File: src/rtl/reset_sequencer_pkg.sv
package reset_sequencer_pkg;

  localparam int CAUSE_W = 6;
  localparam int CAUSE_POR = 0;
  localparam int CAUSE_COLD = 1;
  localparam int CAUSE_WARM = 2;
  localparam int CAUSE_DBG = 3;
  localparam int CAUSE_TAP = 4;
  localparam int CAUSE_FAB = 5;

  typedef enum logic [2:0] {
    ST_FUSE,
    ST_COLD,
    ST_IDLE,
    ST_WARM,
    ST_DBG
  } seqState_t;

  typedef struct packed {
    logic fuseWait;
    logic coldHold;
    logic warmHold;
    logic dbgHold;
    logic tapHold;
    logic causeLoad;
    logic [CAUSE_W-1:0] causeCode;
  } seqStrobe_t;

endpackage

File: src/rtl/reset_sequencer_ctrl.sv
module reset_sequencer_ctrl
  import reset_sequencer_pkg::*;
#(
  parameter int HOLD_CYCLES = 16
) (
  input  logic       clk,
  input  logic       porN,
  input  logic       fuseValid,
  input  logic       coldReq,
  input  logic       warmReq,
  input  logic       debugReq,
  input  logic       tapReq,
  input  logic       fabricReq,
  input  logic       fabricConfigured,
  output seqStrobe_t strobe
);

  localparam int CNT_W = $clog2(HOLD_CYCLES + 1);
  localparam logic [CNT_W-1:0] LAST = CNT_W'(HOLD_CYCLES - 1);

  seqState_t state, nextState;
  logic [CNT_W-1:0] cnt;
  logic dbgFlag, tapFlag;
  logic latchFlags;
  logic fabricEff;
  logic holdState;

  assign fabricEff = fabricReq & fabricConfigured;
  assign holdState = (state == ST_WARM) || (state == ST_DBG);

  always_comb begin
    nextState = state;
    latchFlags = 1'b0;
    strobe.causeLoad = 1'b0;
    strobe.causeCode = '0;
    case (state)
      ST_FUSE: begin
        if (fuseValid) nextState = ST_COLD;
      end
      ST_COLD: begin
        if (cnt == LAST) nextState = ST_IDLE;
      end
      ST_IDLE: begin
        if (coldReq) begin
          nextState = ST_COLD;
          strobe.causeLoad = 1'b1;
          strobe.causeCode[CAUSE_COLD] = 1'b1;
        end else if (warmReq || fabricEff) begin
          nextState = ST_WARM;
          strobe.causeLoad = 1'b1;
          if (warmReq) strobe.causeCode[CAUSE_WARM] = 1'b1;
          else strobe.causeCode[CAUSE_FAB] = 1'b1;
        end else if (debugReq || tapReq) begin
          nextState = ST_DBG;
          latchFlags = 1'b1;
          strobe.causeLoad = 1'b1;
          if (debugReq) strobe.causeCode[CAUSE_DBG] = 1'b1;
          else strobe.causeCode[CAUSE_TAP] = 1'b1;
        end
      end
      ST_WARM, ST_DBG: begin
        if (coldReq) begin
          nextState = ST_COLD;
          strobe.causeLoad = 1'b1;
          strobe.causeCode[CAUSE_COLD] = 1'b1;
        end else if (cnt == LAST) begin
          nextState = ST_IDLE;
        end
      end
      default: nextState = ST_IDLE;
    endcase
  end

  always_ff @(posedge clk or negedge porN) begin
    if (!porN) begin
      state <= ST_FUSE;
      cnt <= '0;
      dbgFlag <= 1'b0;
      tapFlag <= 1'b0;
    end else begin
      state <= nextState;
      if (nextState != state) cnt <= '0;
      else if (cnt != LAST) cnt <= cnt + 1'b1;
      if (latchFlags) begin
        dbgFlag <= debugReq;
        tapFlag <= tapReq;
      end
    end
  end

  assign strobe.fuseWait = (state == ST_FUSE);
  assign strobe.coldHold = (state == ST_COLD);
  assign strobe.warmHold = (state == ST_WARM);
  assign strobe.dbgHold = (state == ST_DBG) && dbgFlag;
  assign strobe.tapHold = (state == ST_DBG) && tapFlag;

  // the core stays in its fuse wait until validation is reported
  p_fuse_gate_r2: assert property (@(posedge clk) disable iff (!porN)
    (state == ST_FUSE && !fuseValid) |=> (state == ST_FUSE));

  // an unconfigured fabric cannot leave the idle state
  p_fabric_gated_r9: assert property (@(posedge clk) disable iff (!porN)
    (state == ST_IDLE && fabricReq && !fabricConfigured && !coldReq &&
     !warmReq && !debugReq && !tapReq) |=> (state == ST_IDLE));

  // a hold is not cut short unless a cold request escalates it
  p_hold_min_r11: assert property (@(posedge clk) disable iff (!porN)
    ((holdState || state == ST_COLD) && cnt != LAST &&
     !(coldReq && holdState)) |=> (state == $past(state)));

endmodule

File: src/rtl/reset_sequencer_datapath.sv
module reset_sequencer_datapath
  import reset_sequencer_pkg::*;
#(
  parameter int NUM_MODULES = 8,
  parameter int NUM_RAMS = 4,
  parameter int DATA_W = 32,
  parameter logic [NUM_MODULES-1:0] UNMASKABLE = {{(NUM_MODULES-2){1'b0}}, 2'b11}
) (
  input  logic                   clk,
  input  logic                   porN,
  input  seqStrobe_t             strobe,
  input  logic                   regWrEn,
  input  logic [1:0]             regAddr,
  input  logic [DATA_W-1:0]      regWrData,
  output logic [DATA_W-1:0]      regRdData,
  output logic                   secRst,
  output logic                   coreRst,
  output logic                   coldRst,
  output logic [NUM_MODULES-1:0] warmRst,
  output logic                   dbgRst,
  output logic                   tapRst,
  output logic [NUM_RAMS-1:0]    ramClr
);

  localparam int RAM_BASE = NUM_MODULES - NUM_RAMS;
  localparam int NUM_OUT = 5 + NUM_MODULES + NUM_RAMS;
  localparam int IDX_RAM = 0;
  localparam int IDX_WARM = NUM_RAMS;
  localparam int IDX_TAP = NUM_RAMS + NUM_MODULES;
  localparam int IDX_DBG = IDX_TAP + 1;
  localparam int IDX_COLD = IDX_TAP + 2;
  localparam int IDX_CORE = IDX_TAP + 3;
  localparam int IDX_SEC = IDX_TAP + 4;

  logic [NUM_MODULES-1:0] maskReg;
  logic [NUM_RAMS-1:0] coldEnReg, warmEnReg;
  logic [CAUSE_W-1:0] causeReg;

  logic fullHold;
  logic [NUM_MODULES-1:0] rawWarm;
  logic [NUM_RAMS-1:0] rawRam;
  logic rawDbg, rawTap;
  logic [NUM_OUT-1:0] rawVec, stage1, stage2;

  always_ff @(posedge clk or negedge porN) begin
    if (!porN) begin
      maskReg <= '0;
      coldEnReg <= '1;
      warmEnReg <= '0;
      causeReg <= CAUSE_W'(1 << CAUSE_POR);
    end else begin
      if (regWrEn && regAddr == 2'd0) maskReg <= regWrData[NUM_MODULES-1:0];
      if (regWrEn && regAddr == 2'd1) coldEnReg <= regWrData[NUM_RAMS-1:0];
      if (regWrEn && regAddr == 2'd2) warmEnReg <= regWrData[NUM_RAMS-1:0];
      if (strobe.causeLoad) causeReg <= strobe.causeCode;
      else if (regWrEn && regAddr == 2'd3)
        causeReg <= causeReg & ~regWrData[CAUSE_W-1:0];
    end
  end

  always_comb begin
    case (regAddr)
      2'd0: regRdData = DATA_W'(maskReg);
      2'd1: regRdData = DATA_W'(coldEnReg);
      2'd2: regRdData = DATA_W'(warmEnReg);
      default: regRdData = DATA_W'(causeReg);
    endcase
  end

  assign fullHold = strobe.fuseWait | strobe.coldHold;
  assign rawDbg = fullHold | strobe.dbgHold;
  assign rawTap = fullHold | strobe.tapHold;

  for (genvar i = 0; i < NUM_MODULES; i++) begin : g_warm
    assign rawWarm[i] = fullHold | (strobe.warmHold & (~maskReg[i] | UNMASKABLE[i]));
  end

  for (genvar j = 0; j < NUM_RAMS; j++) begin : g_ram
    assign rawRam[j] = (strobe.coldHold & coldEnReg[j]) |
                       (strobe.warmHold & warmEnReg[j] &
                        (~maskReg[RAM_BASE+j] | UNMASKABLE[RAM_BASE+j]));
  end

  assign rawVec = {1'b0, strobe.fuseWait, fullHold, rawDbg, rawTap, rawWarm, rawRam};

  for (genvar k = 0; k < NUM_OUT; k++) begin : g_sync
    localparam logic RST_VAL = (k >= IDX_WARM);
    always_ff @(posedge clk or negedge porN) begin
      if (!porN) begin
        stage1[k] <= RST_VAL;
        stage2[k] <= RST_VAL;
      end else begin
        stage1[k] <= rawVec[k];
        stage2[k] <= stage1[k];
      end
    end
  end

  assign ramClr = stage2[IDX_RAM +: NUM_RAMS];
  assign warmRst = stage2[IDX_WARM +: NUM_MODULES];
  assign tapRst = stage2[IDX_TAP];
  assign dbgRst = stage2[IDX_DBG];
  assign coldRst = stage2[IDX_COLD];
  assign coreRst = stage2[IDX_CORE];
  assign secRst = stage2[IDX_SEC];

  // a warm hold never reaches the debug, TAP or cold domains
  p_warm_spares_debug_r5: assert property (@(posedge clk) disable iff (!porN)
    strobe.warmHold |-> (!rawDbg && !rawTap && !rawVec[IDX_COLD]));

  // unmaskable modules are always hit by a warm hold
  p_unmaskable_r6: assert property (@(posedge clk) disable iff (!porN)
    strobe.warmHold |-> ((rawWarm & UNMASKABLE) == UNMASKABLE));

  // at most one cause bit is ever set
  p_cause_onehot_r12: assert property (@(posedge clk) disable iff (!porN)
    $onehot0(causeReg));

  // once released, the security domain stays released
  p_sec_stays_released_r3: assert property (@(posedge clk) disable iff (!porN)
    !secRst |=> !secRst);

endmodule

File: src/rtl/reset_sequencer.sv
module reset_sequencer
  import reset_sequencer_pkg::*;
#(
  parameter int HOLD_CYCLES = 16,
  parameter int NUM_MODULES = 8,
  parameter int NUM_RAMS = 4,
  parameter int DATA_W = 32
) (
  input  logic                   clk,
  input  logic                   porN,
  input  logic                   fuseValid,
  input  logic                   coldReq,
  input  logic                   warmReq,
  input  logic                   debugReq,
  input  logic                   tapReq,
  input  logic                   fabricReq,
  input  logic                   fabricConfigured,
  input  logic                   regWrEn,
  input  logic [1:0]             regAddr,
  input  logic [DATA_W-1:0]      regWrData,
  output logic [DATA_W-1:0]      regRdData,
  output logic                   secRst,
  output logic                   coreRst,
  output logic                   coldRst,
  output logic [NUM_MODULES-1:0] warmRst,
  output logic                   dbgRst,
  output logic                   tapRst,
  output logic [NUM_RAMS-1:0]    ramClr
);

  seqStrobe_t strobe;

  reset_sequencer_ctrl #(.HOLD_CYCLES(HOLD_CYCLES)) ctrl_i (
    .clk(clk), .porN(porN), .fuseValid(fuseValid),
    .coldReq(coldReq), .warmReq(warmReq), .debugReq(debugReq),
    .tapReq(tapReq), .fabricReq(fabricReq),
    .fabricConfigured(fabricConfigured), .strobe(strobe)
  );

  reset_sequencer_datapath #(
    .NUM_MODULES(NUM_MODULES), .NUM_RAMS(NUM_RAMS), .DATA_W(DATA_W)
  ) datapath_i (
    .clk(clk), .porN(porN), .strobe(strobe),
    .regWrEn(regWrEn), .regAddr(regAddr), .regWrData(regWrData),
    .regRdData(regRdData), .secRst(secRst), .coreRst(coreRst),
    .coldRst(coldRst), .warmRst(warmRst), .dbgRst(dbgRst),
    .tapRst(tapRst), .ramClr(ramClr)
  );

endmodule

File: config.mk
export PLATFORM = sky130hd
export DESIGN_NAME = reset_sequencer
export DESIGN_NICKNAME = d
export VERILOG_FILES = /design/src/rtl/reset_sequencer_pkg.sv /design/src/rtl/reset_sequencer_ctrl.sv /design/src/rtl/reset_sequencer_datapath.sv /design/src/rtl/reset_sequencer.sv
export SDC_FILE = /design/constraint.sdc
export NUM_CORES = 1
export LEC_CHECK = 0
export BUFFER_PORTS_ARGS = -buffer_cell sky130_fd_sc_hd__buf_2
export CAP_MARGIN = 30
export CORE_MARGIN = 3
export CORE_UTILIZATION = 50
export CTS_BUF_LIST = sky130_fd_sc_hd__clkbuf_4 sky130_fd_sc_hd__clkbuf_8
export DETAILED_ROUTE_END_ITERATION = 8
export GPL_TIMING_DRIVEN = 0
export PLACE_DENSITY = 0.83
export SYNTH_ARGS = -nofsm -noshare
export SYNTH_HDL_FRONTEND = slang
export SYNTH_SLANG_ARGS = --single-unit
File: constraint.sdc
create_clock -name clk -period 2.1 [get_ports clk]
set_clock_uncertainty 0.1 [all_clocks]
set_input_delay 0 -clock clk [delete_from_list [all_inputs] [get_ports clk]]
set_output_delay 0 -clock clk [all_outputs]
set_load 0.02 [all_outputs]
==> qor.yml, run 1 <==
status: "finished, final reports clean"
maxSlewHeadroom_pct: 55.9
slew_viol_final: 0
crit_type: "reg -> reg"
fin_nets: 378
hpwl_um: 4230
die-area_um2: 6640
cts.sinks: 64
maxCapViolations: 0
hold_viol: 0
synth_area_um2: 2850
setup_violations: 0
layout_common_cells: "48 x buf_2, 35 x dfrtp_1, 29 x dfstp_2, 26 x buf_4, 25 x conb_1"
mostFrequentLayoutCell: "buf_2"
synth_cells: 239
critPathRequiredTime_ns: 2.27
total_power_mw: 3.48
synthAdderAreaFrac_pct: 0.879
r2r-end: "datapath_i.causeReg[5]"
cts_setup_buffers: 0
worst-r2r-setup-slack_ns: 0.1
cts_buffer_depth: 2
power_frac_seq_pct: 47.6
rsz0062_at_grt: "true"
port_buffers: 42
multi_input_area_um2: 1080
drive_gt1_share_pct: 44.5
drt_iter0_markers: 239
dp_cells: 376
die_height_um: 81.5
synth_compound_area_share_pct: 8.44
reg2regPathDepth: 5
p_leak_nw: 1.68
hp-class: "in -> reg"
cts_root_buf: "clkbuf_8"
wire_per_inst_um: 14.3
vias: 2044
cts_tree: "done"
use_met2_pct: 30.8
grt_util_met3_pct: 4.50
cp_cell_sequence: "or3b_4 -> nor2_1 -> nand4b_1 -> dlygate4sd3_1 -> o21ai_1"
core_um2: 5300
drt-total-wl_um: 5800
synthXorXnorAreaFrac_pct: 0.923
clockPowerShare_pct: 27.4
fin_crit_ns: 2.00
fill_cells: 384
fin_util_pct: 68.4
synth.ff_latch_count: 64
grt_antenna_before_repair: 0
powerDensity_nw_per_um2: 958
crit_path_max_fanout: 8
synth_top_family_by_area: "simple AND/OR/NAND/NOR gates"
synth-simple-area-share_pct: 13.0
yosysUniqueCellTypes: 43
grt_util_met1_pct: 25.8
yosysWarnings: 0
seq_area_um2: 1640
synthMuxAreaShare_pct: 10.2
drc: 0
num_rows: 26
grt.total_usage_pct: 19.4
first_pass_iters: 4
fin_crit_sh_pct: 95.4
worstHoldStart: "regWrEn"
grt_busiest_layer: "met2"
switching_share_pct: 30.8
area_growth_pct: 27.4
pwr-share-comb_pct: 25.0
fin_cells: 407
cts_buffers: 9
slowest_delay_ns: 0.56
p_switching_mw: 1.07
initial_utilization_pct: 53.7
die_w_um: 81.5
max_freq_mhz: 499
whs_path_depth: 3
synthArstFlopShare_pct: 100
ir_drop_v: 0.000449
tightest_slew_ns: 0.662
synth.avg_cell_area_um2: 11.9
end_kind: "flip-flop"
crit_slowest_cell: "dlygate4sd3_1"
antennaDiodeCount: 0
seq_area_frac_synth_pct: 57.5
cts.clk_slew.worst_paths_ns: 0.07
whs_endpoint: "datapath_i.warmEnReg[0]"
synth_edf_count: 0
arrival_ns: 2.17
internal-power_mw: 2.40
ant_nets: 0
io_pins: 93
grt_pass1_vias: 1987
place_congestion: 0.799
grt_pass1_wl_um: 9560
grt_max_degree: 36
ys.flop_type: "dfrtp_1"
overflow: 0
worst_setup_path_start_kind: "flip-flop"
clock_latency_ns: 0.34
htree_levels: 3
vias_per_cell: 5.02
r2r-start: "ctrl_i.state[1]"
-- worst max path at each step --
stage	from	to	slack, ns	cells past startpoint
3_3_place_gp	ctrl_i.cnt[0]	ctrl_i.cnt[4]	0.03	8
6_report	ctrl_i.state[1]	datapath_i.causeReg[5]	0.1	5
4_1_cts	ctrl_i.cnt[0]	ctrl_i.cnt[2]	0.04	8
5_1_grt	ctrl_i.state[1]	datapath_i.causeReg[5]	-0.01	5
2_1_floorplan	ctrl_i.cnt[0]	ctrl_i.cnt[0]	0.21	8
3_5_place_dp	ctrl_i.cnt[0]	ctrl_i.cnt[2]	-0.03	8
-- power by group through the flow --
| stage | sequential (mW) | combinational [mW] | clock [mW] |
|---|---|---|---|
| finish | 1.65 | 0.870 | 0.953 |
| global route | 1.68 | 0.957 | 1.04 |
| CTS | 1.65 | 0.827 | 0.966 |
| detailed placement | 1.67 | 0.805 | 0 |
| global placement | 1.65 | 0.770 | 0 |
| floorplan | 1.70 | 0.519 | 0 |
-- registers in the layout, summed over array words and instances, names as in the netlist, 4 cells and up --
name / flops
datapath_i.maskReg: 8
datapath_i.coldEnReg: 4
datapath_i.stage1: 16
ctrl_i.cnt: 5
datapath_i.warmRst: 7
datapath_i.causeReg: 6
datapath_i.warmEnReg: 4
datapath_i.ramClr: 4
-- stage by stage --
stage               worst slack [ns]  area, um^2  hold WS, ns  TNS, ns
global placement              0.0270        3240        0.136        0
CTS                           0.0400        3590       0.0927        0
global route                -0.00993        3630        0.121  -0.0255
detailed placement           -0.0250        3260      -0.0383  -0.0250
finish                        0.0970        3630       0.0931        0
floorplan                      0.206        2940       -0.396        0
-- synth_stat cells, types with 5 or more instances --
cell type,instances,area share [%]
mux2_2,16,6.3
nand2b_1,9,2.0
inv_1,5,0.66
dfstp_2,29,27
buf_2,6,1.1
buf_4,25,6.6
nand2_1,17,2.2
o21ai_0,5,0.88
nor2_1,13,1.7
a21oi_1,15,2.6
nor3_1,7,1.2
dfrtp_1,35,31
nand3b_1,6,1.6
-- worst max-delay path: cells and delay by family (launching register included) --
family | cells | cell delay (ns)
buffers and inverters | 1 | 0.56
and+or+nand+nor | 3 | 0.68
DFF | 1 | 0.51
AOI/OAI and AO/OA | 1 | 0.07
-- final cells by class --
class | instances | area share [%]
Sequential cell | 64 | 45.1
Multi-Input combinational cell | 158 | 29.8
Timing Repair Buffer | 58 | 10.5
Buffer | 35 | 6.52
Clock buffer | 13 | 4.59
Tap cell | 70 | 2.41
Inverter | 6 | 0.621
Clock inverter | 3 | 0.483
-- repair_timing --
action / in CTS / in global routing
gates cloned: 0 / 0
resized for setup: 1 / 9
hold endpoints to repair: 54 / 0
setup endpoints to repair: 3 / 5
hold buffers: 15 / 0
-- per-layer routing --
metal	vias to the layer above	wire [um]
li1	959	-
met3	10	411
met2	79	2880
met1	996	2390
met5	-	0
met4	0	119
-- cell families after synthesis --
logic type               count (synthesis)
other                                    1
flip-flops                              64
AND/OR/NAND/NOR                         68
buffers and inverters                   41
AO/OA/AOI/OAI                           38
adder cells (fa/ha/maj)                  2
multiplexers                            22
XOR/XNOR                                 3
Note: power is estimated with default switching activity, not from simulation.
==> inputs of run 2 (changes only) <==
--- a/config.mk
+++ b/config.mk
@@ -8,11 +8,12 @@
 export BUFFER_PORTS_ARGS = -buffer_cell sky130_fd_sc_hd__buf_2
 export CAP_MARGIN = 30
 export CORE_MARGIN = 3
-export CORE_UTILIZATION = 50
+export CORE_UTILIZATION = 40
 export CTS_BUF_LIST = sky130_fd_sc_hd__clkbuf_4 sky130_fd_sc_hd__clkbuf_8
 export DETAILED_ROUTE_END_ITERATION = 8
 export GPL_TIMING_DRIVEN = 0
-export PLACE_DENSITY = 0.83
+export PLACE_DENSITY = 0.69
 export SYNTH_ARGS = -nofsm -noshare
 export SYNTH_HDL_FRONTEND = slang
+export SYNTH_HIERARCHICAL = 1
 export SYNTH_SLANG_ARGS = --single-unit
==> run 2 against run 1 <==
Hold slack got worse by 0.059 ns. Area after synthesis rose by 4.1%. Clock power rose by 25%. Register-to-register slack got worse by 0.03 ns. Clock-buffer cell count fell by 2. Routed wire length rose by 2.7%. First-iteration DRC count fell by 62%. Largest cell class unchanged.
==> qor.yml, run 2 <==
p_switching_mw: 1.36  # was 1.07 mW
htree_levels: 3  # unchanged
ys.flop_type: "dfrtp_1"  # unchanged
worst-r2r-setup-slack_ns: 0.07  # was 0.1 ns
yosysTopAreaCell: "dfrtp_1"  # unchanged
use_met2_pct: 22.3  # was 30.8%
antennaDiodeCount: 0  # unchanged
synth_area_um2: 2970  # was 2850 um^2
synth_edf_count: 0  # unchanged
synth_top_cells_by_area: "dfrtp_1 30%, dfstp_2 26%, buf_4 7.1%"  # was dfrtp_1 31%, dfstp_2 27%, buf_4 6.6%
io_pins: 93  # unchanged
mostFrequentLayoutCell: "buf_2"  # unchanged
synth.ff_latch_count: 64  # unchanged
area_growth_pct: 29.8  # was 27.4%
r2r-start: "ctrl_i/state[0]"  # was ctrl_i.state[1]
worstHoldStart: "fabricConfigured"  # was regWrEn
grt_max_degree: 37  # was 36
clockPowerShare_pct: 26.7  # was 27.4%
wire_per_inst_um: 13.6  # was 14.3 um
yosysUniqueCellTypes: 50  # was 43
cts_tree: "done"  # unchanged
drt-total-wl_um: 5960  # was 5800 um
vias: 2084  # was 2,044
dp_slack_ns: -0.148  # was -0.0250 ns
first_pass_iters: 4  # unchanged
maxCapViolations: 0  # unchanged
ir_drop_v: 0.000455  # was 0.000449 V
crit_path_max_fanout: 7  # was 8
ant_nets: 0  # unchanged
pwr-share-comb_pct: 29.9  # was 25.0%
powerDensity_nw_per_um2: 1150  # was 958 nW/um^2
core_um2: 6980  # was 5300 um^2
place_congestion: 0.818  # was 0.799
cts_buffer_depth: 2  # unchanged
vias_per_cell: 4.77  # was 5.02
die_w_um: 92.1  # was 81.5 um
synth_most_common_cell: "dfrtp_1"  # unchanged
status: "finished, final reports clean"  # unchanged
finalWorstSetupSlack_ns: 0.0704  # was 0.0970 ns
critPathRequiredTime_ns: 2.22  # was 2.27 ns
grt_pass1_wl_um: 9670  # was 9560 um
fin_cells: 437  # was 407
cts_buffers: 9  # unchanged
port_buffers: 44  # was 42
endpoint: "datapath_i/causeReg[1]"  # was datapath_i.causeReg[5]
p_leak_nw: 1.81  # was 1.68 nW
fin_nets: 382  # was 378
hpwl_um: 4070  # was 4230 um
layout_common_cells: "47 x buf_2, 35 x buf_4, 34 x dfrtp_1, 29 x dfstp_2, 26 x conb_1"  # was 48 x buf_2, 35 x dfrtp_1, 29 x dfstp_2, 26 x buf_4, 25 x conb_1
slew_viol_final: 0  # unchanged
crit_start: "ctrl_i/state[0]"  # was ctrl_i.state[1]
grt.total_usage_pct: 14.6  # was 19.4%
synth_top_area_share_pct: 29.5  # was 30.8%
num_rows: 30  # was 26
cts.sinks: 64  # unchanged
switching_share_pct: 30.5  # was 30.8%
power_frac_seq_pct: 43.4  # was 47.6%
drc: 0  # unchanged
grt_pass1_vias: 1975  # was 1,987
synthArstFlopShare_pct: 100  # unchanged
synth.top_cells.by_count: "35 x dfrtp_1, 29 x dfstp_2, 28 x buf_4"  # was 35 x dfrtp_1, 29 x dfstp_2, 25 x buf_4
grt_antenna_before_repair: 0  # unchanged
initial_utilization_pct: 42.5  # was 53.7%
r2r-end: "datapath_i/causeReg[1]"  # was datapath_i.causeReg[5]
arrival_ns: 2.15  # was 2.17 ns
hold_viol: 0  # unchanged
hp-class: "in -> reg"  # unchanged
drt_iter0_markers: 90  # was 239
cts.clk_slew.worst_paths_ns: 0.07  # about the same
cts_root_buf: "clkbuf_8"  # unchanged
largest_register_ffs: 16  # unchanged
synth_cells: 238  # was 239
fin_crit_sh_pct: 96.6  # was 95.4%
maxSlewHeadroom_pct: 47.2  # was 55.9%
crit_type: "reg -> reg"  # unchanged
overflow: 0  # unchanged
yosysWarnings: 6  # was 0
top_register: "datapath_i/stage1"  # was datapath_i.stage1
worst_setup_path_start_kind: "flip-flop"  # unchanged
grt_util_met1_pct: 19.6  # was 25.8%
fin_crit_ns: 2.03  # was 2.00 ns
end_kind: "flip-flop"  # unchanged
die-area_um2: 8480  # was 6640 um^2
seq_area_frac_synth_pct: 55.2  # was 57.5%
grt_util_met3_pct: 3.94  # was 4.50%
die_height_um: 92.1  # was 81.5 um
internal-power_mw: 3.09  # was 2.40 mW
dp_cells: 403  # was 376
synth.avg_cell_area_um2: 12.5  # was 11.9 um^2
setup_violations: 0  # unchanged
reg2regPathDepth: 9  # was 5
max_freq_mhz: 493  # was 499 MHz
grt_busiest_layer: "met2"  # unchanged
clock_latency_ns: 0.33  # was 0.34 ns
drive_gt1_share_pct: 48.7  # was 44.5%
tightest_slew_ns: 0.791  # was 0.662 ns
## run 2: cell count changes in the layout (fill, tap and decap cells not counted), sizes merged, moves of 5 or more
| cell | change |
|---|---|
| buf | +10 |
| inv | +6 |
| mux2i | +5 |
| nand2b | -8 |
| nand2 | -13 |
## run 2: worst min path at each step
stage	endpoint	cells past startpoint	slack, ns
after floorplan	ctrl_i/cnt[0]	0	-0.40
after global placement	datapath_i/causeReg[0]	2	0.09
after detailed placement	ctrl_i/cnt[3]	1	0.02
after CTS	ctrl_i/state[2]	3	0.02
after global routing	datapath_i/maskReg[4]	3	0.04
final	datapath_i/causeReg[5]	5	0.03
## run 2: cell type report
| class | instances | area [um^2] |
|---|---|---|
| Buffer | 36 | 268 |
| Clock inverter | 5 | 78.8 |
| Tap cell | 96 | 120 |
| Inverter | 12 | 45.0 |
| Fill cell | 603 | 3130 |
| Clock buffer | 11 | 151 |
| Sequential cell | 64 | 1640 |
| Timing Repair Buffer | 63 | 405 |
| Multi-Input combinational cell | 150 | 1140 |
## run 2: cell families (layout without fill, tap and decap cells)
logic type                 after synthesis  in the layout  synth area share, %
buffers and inverters                   48            127                 9.92
DFF                                     64             64                 55.2
adders and majority gates                2              2                0.844
other                                    2             26                0.253
muxes                                   27             27                 11.9
xor gates and xnor gates                 3              3                0.886
and+or+nand+nor                         49             49                 10.6
AOI/OAI and AO/OA                       43             43                 10.4
## run 2: per-layer routing
metal | vias up | part of all wire [%]
li1 | 984 | -
met1 | 1004 | 45
met2 | 83 | 46
met3 | 13 | 6.9
met4 | 0 | 2.1
met5 | - | 0
## run 2: what timing repair did
item,in CTS,in global routing
hold buffers,12,0
gates resized for setup,4,10
buffers inserted,1,5
setup endpoints to repair,18,13
endpoints found under the hold margin,39,0
pin swaps,0,0
## run 2: power by group through the flow
stage	Clock [mW]	Sequential (mW)	Combinational, mW
floorplan	0	2.09	0.703
global placement	0	1.95	1.16
detailed placement	0	1.96	1.20
CTS	1.22	1.93	1.25
global route	1.28	1.98	1.44
finish	1.19	1.93	1.33
## run 2: through the flow
| stage | power, mW | hold slack, ns | setup TNS, ns | util (%) | cell area, um^2 |
|---|---|---|---|---|---|
| 5_1_grt | 4.70 | 0.0353 | -0.0236 | 55.1 | 3850 |
| 3_3_place_gp | 3.11 | 0.0868 | -0.759 | 48.6 | 3400 |
| 4_1_cts | 4.40 | 0.0212 | 0 | 54.3 | 3790 |
| 6_report | 4.45 | 0.0342 | 0 | 55.1 | 3850 |
| 2_1_floorplan | 2.79 | -0.396 | 0 | - | 3060 |
| 3_5_place_dp | 3.15 | 0.0248 | -1.05 | 48.9 | 3420 |
## run 2: critical path, stage by stage (launching register included)
cell      delay, ns
dfrtp_1        0.40
buf_6          0.13
inv_2          0.06
and3_1         0.19
o21a_1         0.19
nand2b_1       0.15
buf_4          0.18
and4b_1        0.26
clkbuf_4       0.19
a21oi_1        0.07
